$ cat src/rtl/esc_snoop_pkg.sv
package esc_snoop_pkg;
  localparam logic [1:0] QS_NOP   = 2'b00;
  localparam logic [1:0] QS_FIRST = 2'b01;
  localparam logic [1:0] QS_FLUSH = 2'b10;
  localparam logic [1:0] QS_NEXT  = 2'b11;
  localparam logic [4:0] ESC_TAG  = 5'b11011;

  typedef enum logic [1:0] {D_IDLE, D_MODRM, D_HOSTRD, D_OWNRD} dstate_t;
  typedef enum logic [1:0] {F_IDLE, F_REQ, F_ISSUE, F_WAIT} fstate_t;

  // operand size class -> word count
  function automatic logic [2:0] words_for(input logic [1:0] sz);
    case (sz)
      2'b00:   return 3'd1;
      2'b01:   return 3'd2;
      2'b10:   return 3'd4;
      default: return 3'd5;
    endcase
  endfunction
endpackage

$ cat src/rtl/esc_shadow_queue.sv
module esc_shadow_queue #(
  parameter int QMAX = 6,
  parameter int NARROW_DEPTH = 4,
  parameter int DW = 16,
  localparam int CW = $clog2(QMAX + 1),
  localparam int NB = DW / 8
) (
  input  logic          clk,
  input  logic          rst_n,
  input  logic          wide,
  input  logic          push_valid,
  input  logic [DW-1:0] push_data,
  input  logic          pop,
  input  logic          flush,
  output logic [7:0]    head,
  output logic          head_ok,
  output logic [CW-1:0] occ,
  output logic [CW-1:0] depth
);
  logic [7:0]    q  [QMAX];
  logic [7:0]    nq [QMAX];
  logic [CW-1:0] cnt, ncnt;

  assign depth   = wide ? CW'(QMAX) : CW'(NARROW_DEPTH);
  assign head    = q[0];
  assign head_ok = (cnt != '0);
  assign occ     = cnt;

  always_comb begin
    for (int i = 0; i < QMAX; i++) nq[i] = q[i];
    ncnt = cnt;
    if (flush) begin
      ncnt = '0;
    end else begin
      if (pop && cnt != '0) begin
        for (int i = 0; i < QMAX - 1; i++) nq[i] = q[i+1];
        ncnt = cnt - 1'b1;
      end
      if (push_valid) begin
        for (int b = 0; b < NB; b++) begin
          if ((wide || b == 0) && ncnt < depth) begin
            for (int p = 0; p < QMAX; p++)
              if (CW'(p) == ncnt) nq[p] = push_data[8*b +: 8];
            ncnt = ncnt + 1'b1;
          end
        end
      end
    end
  end

  always_ff @(posedge clk) begin
    if (!rst_n) begin
      cnt <= '0;
      for (int i = 0; i < QMAX; i++) q[i] <= '0;
    end else begin
      cnt <= ncnt;
      for (int i = 0; i < QMAX; i++) q[i] <= nq[i];
    end
  end
endmodule

$ cat src/rtl/esc_operand_fetch.sv
module esc_operand_fetch import esc_snoop_pkg::*; #(
  parameter int DW = 16,
  parameter int AW = 20,
  parameter int MAXW = 5,
  localparam int NW = $clog2(MAXW + 1)
) (
  input  logic                     clk,
  input  logic                     rst_n,
  input  logic                     start,
  input  logic [AW-1:0]            base,
  input  logic [NW-1:0]            count,
  input  logic                     abort,
  input  logic                     bus_gnt,
  input  logic                     mem_valid,
  input  logic [DW-1:0]            mem_data,
  output logic                     bus_req,
  output logic                     rd_en,
  output logic [AW-1:0]            rd_addr,
  output logic                     done,
  output logic [(MAXW-1)*DW-1:0]   words
);
  fstate_t                  fs;
  logic [AW-1:0]            addr_q;
  logic [NW-1:0]            left, idx;
  logic [(MAXW-1)*DW-1:0]   wbuf_q;

  assign bus_req = (fs != F_IDLE);
  assign rd_en   = (fs == F_ISSUE);
  assign rd_addr = addr_q;
  assign words   = wbuf_q;

  always_ff @(posedge clk) begin
    if (!rst_n) begin
      fs     <= F_IDLE;
      addr_q <= '0;
      left   <= '0;
      idx    <= '0;
      wbuf_q <= '0;
      done   <= 1'b0;
    end else begin
      done <= 1'b0;
      if (abort) begin
        fs <= F_IDLE;
      end else begin
        case (fs)
          F_IDLE: if (start) begin
            fs     <= F_REQ;
            addr_q <= base;
            left   <= count;
            idx    <= '0;
            wbuf_q <= '0;
          end
          F_REQ:   if (bus_gnt) fs <= F_ISSUE;
          F_ISSUE: fs <= F_WAIT;
          F_WAIT: if (mem_valid) begin
            for (int k = 0; k < MAXW - 1; k++)
              if (idx == NW'(k)) wbuf_q[k*DW +: DW] <= mem_data;
            idx    <= idx + 1'b1;
            left   <= left - 1'b1;
            addr_q <= addr_q + AW'(DW / 8);
            if (left == NW'(1)) begin
              fs   <= F_IDLE;
              done <= 1'b1;
            end else begin
              fs <= F_ISSUE;
            end
          end
          default: fs <= F_IDLE;
        endcase
      end
    end
  end
endmodule

$ cat src/rtl/esc_decode.sv
module esc_decode import esc_snoop_pkg::*; #(
  parameter int DW = 16,
  parameter int AW = 20,
  parameter int MAXW = 5,
  localparam int NW = $clog2(MAXW + 1)
) (
  input  logic                   clk,
  input  logic                   rst_n,
  input  logic [1:0]             qs,
  input  logic [7:0]             head,
  input  logic                   head_ok,
  input  logic                   mem_valid,
  input  logic [AW-1:0]          mem_addr,
  input  logic [DW-1:0]          mem_data,
  input  logic                   fetch_done,
  input  logic [(MAXW-1)*DW-1:0] fetch_words,
  output logic                   fetch_start,
  output logic [AW-1:0]          fetch_base,
  output logic [NW-1:0]          fetch_count,
  output logic                   fetch_abort,
  output logic                   dec_valid,
  output logic [2:0]             dec_op,
  output logic [1:0]             dec_mod,
  output logic [2:0]             dec_reg,
  output logic [2:0]             dec_rm,
  output logic                   dec_mem,
  output logic [NW-1:0]          dec_words,
  output logic [MAXW*DW-1:0]     dec_operand
);
  dstate_t       st;
  logic [2:0]    op_q;
  logic [7:0]    modrm_q;
  logic [DW-1:0] w0_q;
  logic [NW-1:0] nwords;
  logic          take_first, take_next, flush;

  assign take_first  = (qs == QS_FIRST) && head_ok;
  assign take_next   = (qs == QS_NEXT) && head_ok;
  assign flush       = (qs == QS_FLUSH);
  assign nwords      = NW'(words_for(op_q[1:0]));
  assign fetch_start = (st == D_HOSTRD) && !flush && !take_first && mem_valid && (nwords > NW'(1));
  assign fetch_base  = mem_addr + AW'(DW / 8);
  assign fetch_count = nwords - 1'b1;
  assign fetch_abort = (st == D_OWNRD) && (flush || take_first);

  always_ff @(posedge clk) begin
    if (!rst_n) begin
      st          <= D_IDLE;
      op_q        <= '0;
      modrm_q     <= '0;
      w0_q        <= '0;
      dec_valid   <= 1'b0;
      dec_op      <= '0;
      dec_mod     <= '0;
      dec_reg     <= '0;
      dec_rm      <= '0;
      dec_mem     <= 1'b0;
      dec_words   <= '0;
      dec_operand <= '0;
    end else begin
      dec_valid <= 1'b0;
      if (flush) begin
        st <= D_IDLE;
      end else if (take_first) begin
        op_q <= head[2:0];
        st   <= (head[7:3] == ESC_TAG) ? D_MODRM : D_IDLE;
      end else begin
        case (st)
          D_MODRM: if (take_next) begin
            modrm_q <= head;
            if (head[7:6] == 2'b11) begin
              dec_valid   <= 1'b1;
              dec_op      <= op_q;
              dec_mod     <= head[7:6];
              dec_reg     <= head[5:3];
              dec_rm      <= head[2:0];
              dec_mem     <= 1'b0;
              dec_words   <= '0;
              dec_operand <= '0;
              st          <= D_IDLE;
            end else begin
              st <= D_HOSTRD;
            end
          end
          D_HOSTRD: if (mem_valid) begin
            w0_q <= mem_data;
            if (nwords == NW'(1)) begin
              dec_valid   <= 1'b1;
              dec_op      <= op_q;
              dec_mod     <= modrm_q[7:6];
              dec_reg     <= modrm_q[5:3];
              dec_rm      <= modrm_q[2:0];
              dec_mem     <= 1'b1;
              dec_words   <= nwords;
              dec_operand <= {{((MAXW-1)*DW){1'b0}}, mem_data};
              st          <= D_IDLE;
            end else begin
              st <= D_OWNRD;
            end
          end
          D_OWNRD: if (fetch_done) begin
            dec_valid   <= 1'b1;
            dec_op      <= op_q;
            dec_mod     <= modrm_q[7:6];
            dec_reg     <= modrm_q[5:3];
            dec_rm      <= modrm_q[2:0];
            dec_mem     <= 1'b1;
            dec_words   <= nwords;
            dec_operand <= {fetch_words, w0_q};
            st          <= D_IDLE;
          end
          default: st <= D_IDLE;
        endcase
      end
    end
  end
endmodule

$ cat src/rtl/esc_snoop.sv
module esc_snoop import esc_snoop_pkg::*; #(
  parameter int QMAX = 6,
  parameter int NARROW_DEPTH = 4,
  parameter int DW = 16,
  parameter int AW = 20,
  parameter int MAXW = 5
) (
  input  logic                       clk,
  input  logic                       rst_n,
  input  logic                       wide_strap,
  input  logic                       fetch_valid,
  input  logic [DW-1:0]              fetch_data,
  input  logic [1:0]                 qs,
  input  logic                       mem_valid,
  input  logic [AW-1:0]              mem_addr,
  input  logic [DW-1:0]              mem_data,
  input  logic                       bus_gnt,
  output logic                       bus_req,
  output logic                       rd_en,
  output logic [AW-1:0]              rd_addr,
  output logic                       dec_valid,
  output logic [2:0]                 dec_op,
  output logic [1:0]                 dec_mod,
  output logic [2:0]                 dec_reg,
  output logic [2:0]                 dec_rm,
  output logic                       dec_mem,
  output logic [$clog2(MAXW+1)-1:0]  dec_words,
  output logic [MAXW*DW-1:0]         dec_operand
);
  localparam int NW = $clog2(MAXW + 1);
  localparam int CW = $clog2(QMAX + 1);

  logic                   wide_q;
  logic [7:0]             q_head;
  logic                   q_head_ok;
  logic [CW-1:0]          q_occ, q_depth;
  logic                   f_start, f_abort, f_done;
  logic [AW-1:0]          f_base;
  logic [NW-1:0]          f_count;
  logic [(MAXW-1)*DW-1:0] f_words;

  // host type strap is followed only while reset is held
  always_ff @(posedge clk) begin
    if (!rst_n) wide_q <= wide_strap;
  end

  esc_shadow_queue #(.QMAX(QMAX), .NARROW_DEPTH(NARROW_DEPTH), .DW(DW)) u_queue (
    .clk(clk), .rst_n(rst_n), .wide(wide_q),
    .push_valid(fetch_valid), .push_data(fetch_data),
    .pop((qs == QS_FIRST) || (qs == QS_NEXT)), .flush(qs == QS_FLUSH),
    .head(q_head), .head_ok(q_head_ok), .occ(q_occ), .depth(q_depth)
  );

  esc_decode #(.DW(DW), .AW(AW), .MAXW(MAXW)) u_decode (
    .clk(clk), .rst_n(rst_n), .qs(qs), .head(q_head), .head_ok(q_head_ok),
    .mem_valid(mem_valid), .mem_addr(mem_addr), .mem_data(mem_data),
    .fetch_done(f_done), .fetch_words(f_words),
    .fetch_start(f_start), .fetch_base(f_base), .fetch_count(f_count), .fetch_abort(f_abort),
    .dec_valid(dec_valid), .dec_op(dec_op), .dec_mod(dec_mod), .dec_reg(dec_reg),
    .dec_rm(dec_rm), .dec_mem(dec_mem), .dec_words(dec_words), .dec_operand(dec_operand)
  );

  esc_operand_fetch #(.DW(DW), .AW(AW), .MAXW(MAXW)) u_fetch (
    .clk(clk), .rst_n(rst_n), .start(f_start), .base(f_base), .count(f_count),
    .abort(f_abort), .bus_gnt(bus_gnt), .mem_valid(mem_valid), .mem_data(mem_data),
    .bus_req(bus_req), .rd_en(rd_en), .rd_addr(rd_addr), .done(f_done), .words(f_words)
  );
endmodule

$ cat config.mk
export PLATFORM = sky130hd
export DESIGN_NAME = esc_snoop
export DESIGN_NICKNAME = d
export VERILOG_FILES = /design/src/rtl/esc_snoop_pkg.sv /design/src/rtl/esc_shadow_queue.sv /design/src/rtl/esc_operand_fetch.sv /design/src/rtl/esc_decode.sv /design/src/rtl/esc_snoop.sv
export SDC_FILE = /design/constraint.sdc
export NUM_CORES = 1
export LEC_CHECK = 0
export ABC_CLOCK_PERIOD_IN_PS = 3400
export BUFFER_PORTS_ARGS = -buffer_cell sky130_fd_sc_hd__clkbuf_2
export CORE_ASPECT_RATIO = 0.75
export CORE_MARGIN = 2
export CORE_UTILIZATION = 40
export CTS_CLUSTER_DIAMETER = 200
export DETAILED_ROUTE_END_ITERATION = 8
export HOLD_SLACK_MARGIN = 0.12
export MAX_ROUTING_LAYER = met4
export REMOVE_ABC_BUFFERS = 1
export SYNTH_ARGS = -nofsm -noshare
export SYNTH_HDL_FRONTEND = slang
export SYNTH_SLANG_ARGS = --single-unit
$ cat constraint.sdc
create_clock -name clk -period 3.4 [get_ports clk]
set_input_delay 0.17 -clock clk [delete_from_list [all_inputs] [get_ports clk]]
set_output_delay 0.17 -clock clk [all_outputs]
set_load 0.02 [all_outputs]
==> flow_summary.toml <==
[run_status]
status = "completed"

[logic_synthesis]
syn-cell-area_um2 = 12800
synth_ff_type = "dfxtp_1"
synth.avg_cell_area_um2 = 8.46
yosysWarningCount = 0
ys_ff_latch = 270
synthCells = 1514
synth_cell_types = 76
yosysSeqAreaShare_pct = 42.3
async_reset_ff_share_pct = 0
synth_edf_count = 1

[grt]
grt.overflow.total = 0
grt_pass1_wl_um = 61800
grt_max_degree = 90
grt_use_total_pct = 22.9
grt_pass1_vias = 11400
antenna_found_initial = 0

[finish]
drive_above_1_share_pct = 18.4
final_nets = 1814
final_common_cell = "dfxtp_1"
stdcell_count = 2150
antenna_cells = 0
mostFrequentLayoutCells = "269 x dfxtp_1, 191 x nand2_1, 177 x clkbuf_2"
stdcell_area_um2 = 15800
fin_util_pct = 50.4
largest_reg_flops = 80
syn_to_final_growth_pct = 23.5
top_register = "u_decode.dec_operand"

[detailed_routing]
vias_per_cell = 5.58
via_count = 12000
postRouteAntennaNets = 0
drc = 0
dr.pass1.iters = 6
drt_iter0_markers = 908
wl_um = 38100
detail_route.wl_per_cell_um = 17.7

[placed_design]
numPortBuffers = 177
dp_hpwl_um = 25200
globalplace.congestion = 0.846
dp_cells = 2044
postPlaceCellArea_um2 = 14300

[clock_network]
tritoncts = "done"
clock_latency_ns = 0.55
path_clk_slew_ns = 0.06
htreeDepth = 1
root_buffer = "clkbuf_16"
cts_sinks = 270
cts_buffer_depth = 3
cts_buffers = 28
cts_setup_buffers = 0

[power_and_ir_drop]
leakage_nw = 6.46
ir_drop_uv = 328
power_density_nw_per_um2 = 501

[sta]
slew_viol_final = 0
max-slew-margin-rel_pct = 32.3
skew_ns = 0.0125
setup_tns_ns = 0
period_needed_ns = 3.16
rsz0062_at_grt = "false"
hold_viol = 0
period_share_pct = 92.8
max_clock_freq_ghz = 0.317
setup_viol = 0
tightest_slew_ns = 1.02

[setup_path]
worstPathArrival_ns = 3.55
cp_slowest_cell = "or4_1"
slowest_delay_ns = 0.40
worstSetupStartpointType = "register"
worstPathMaxFanout = 9
crit_required_ns = 3.80
crit_family = "simple AND/OR/NAND/NOR gates"
cp.buffers_inverters = 4
endpoint_kind = "register"
crit_path_cell_trace = "inv_2 -> ha_1 -> nor2b_2 -> nor2_1 -> a21boi_0 -> xnor2_1 -> inv_1 -> ha_1 -> and3_1 -> clkinv_1 -> nor3_1 -> buf_4 -> or4_1 -> o31ai_1 -> a211oi_1"
cpMostUsedCell = "ha_1"
critPathKind = "register to register"

[die]
initial_core_util_pct = 40.8
row_count = 56
fp.coreArea_um2 = 31400
die_w_um = 211
dieArea_um2 = 33500
die-height_um = 159
ios = 178

[job]
drv_cap = 0

[min_path]
hp-class = "input port to register"
-- final timing paths --
kind	slack [ns]	depth (start not counted)	start	to
setup reg to reg	0.24	15	u_queue.occ[0]	u_queue.q[0][13]
hold / removal	0.17	4	mem_addr[9]	u_fetch.rd_addr[9]
hold reg to reg	0.45	2	u_decode.dec_operand[20]	u_decode.dec_operand[20]
setup / recovery	0.24	15	u_queue.occ[0]	u_queue.q[0][13]
-- area by class of cell --
type / instances / area (um2)
Fill cell: 3025 / 15600
Multi-Input combinational cell: 1097 / 6830
Sequential cell: 270 / 5420
Timing Repair Buffer: 291 / 1940
Clock buffer: 42 / 836
Tap cell: 406 / 508
Clock inverter: 8 / 148
Inverter: 36 / 140
-- power by group --
part / switching (W) / internal [W] / total, W
Sequential: 0.0000843 / 0.00326 / 0.00335
Combinational: 0.000738 / 0.000540 / 0.00128
Clock: 0.00130 / 0.00200 / 0.00330
-- cells by family (layout without fill, tap and decap cells) --
family / Yosys count / in the layout / share of synthesized area [%]
AO/OA/AOI/OAI: 350 / 350 / 19.1
XOR/XNOR: 14 / 14 / 0.957
adder cells (fa/ha/maj): 30 / 30 / 2.93
buffers and inverters: 147 / 377 / 4.71
flip-flops: 270 / 270 / 42.3
multiplexers: 108 / 108 / 8.63
AND/OR/NAND/NOR: 595 / 595 / 21.4
-- worst reg2reg max path: cells and delay by family, from the launching register on --
family	cells	cell delay, ns
AOI/OAI and AO/OA	3	0.40
xor gates and xnor gates	1	0.22
adders and majority gates	2	0.51
buffers and inverters	4	0.46
DFF	1	0.32
and+or+nand+nor	5	1.09
-- cell usage after synthesis, drive strengths merged, types with 6 or more instances --
cell type,n,share of area [%]
or3,14,0.72
a211oi,19,1.2
and3,21,1.0
inv,33,0.97
o22ai,10,0.49
o21ai,37,1.4
nand2,191,5.6
nor2b,8,0.39
o31ai,19,1.2
nor3,31,1.3
mux2,10,0.88
o221a,17,1.5
mux2i,97,7.6
o211ai,7,0.41
a221o,8,0.63
nand4,11,0.54
a22o,9,0.62
a21oi,127,5.0
clkbuf,81,2.4
nor2,160,4.7
xnor2,9,0.62
and2,21,1.0
nand4b,6,0.41
o31a,11,0.75
nand3,101,3.9
buf,30,1.3
nand2b,6,0.29
or4,9,0.53
a311oi,10,0.68
a31oi,12,0.59
a22oi,9,0.57
dfxtp,269,42
a221oi,18,1.2
ha,30,2.9
a21o,10,0.59
-- through the flow --
step / hold slack [ns] / total power, W / setup WS, ns
2_1_floorplan: 0.269 / 0.00414 / -1.19
3_3_place_gp: 0.348 / 0.00459 / 0.178
3_5_place_dp: 0.349 / 0.00461 / -0.00718
4_1_cts: 0.140 / 0.00797 / 0.123
5_1_grt: 0.186 / 0.00825 / 0.0115
6_report: 0.171 / 0.00792 / 0.244
-- what timing repair did --
action / in CTS / in global routing
resized for setup: 1 / 2
endpoints found under the setup margin: 8 / 30
hold buffers: 56 / 0
hold endpoints to repair: 139 / 0
-- layer usage --
metal	wire (um)	vias up	GRT usage, %
met4	794	0	5.51
met1	18800	5765	32.2
met5	0	-	-
met2	16500	330	34.6
met3	1940	57	3.37
li1	-	5852	-
(Power assumes the default switching activity.)
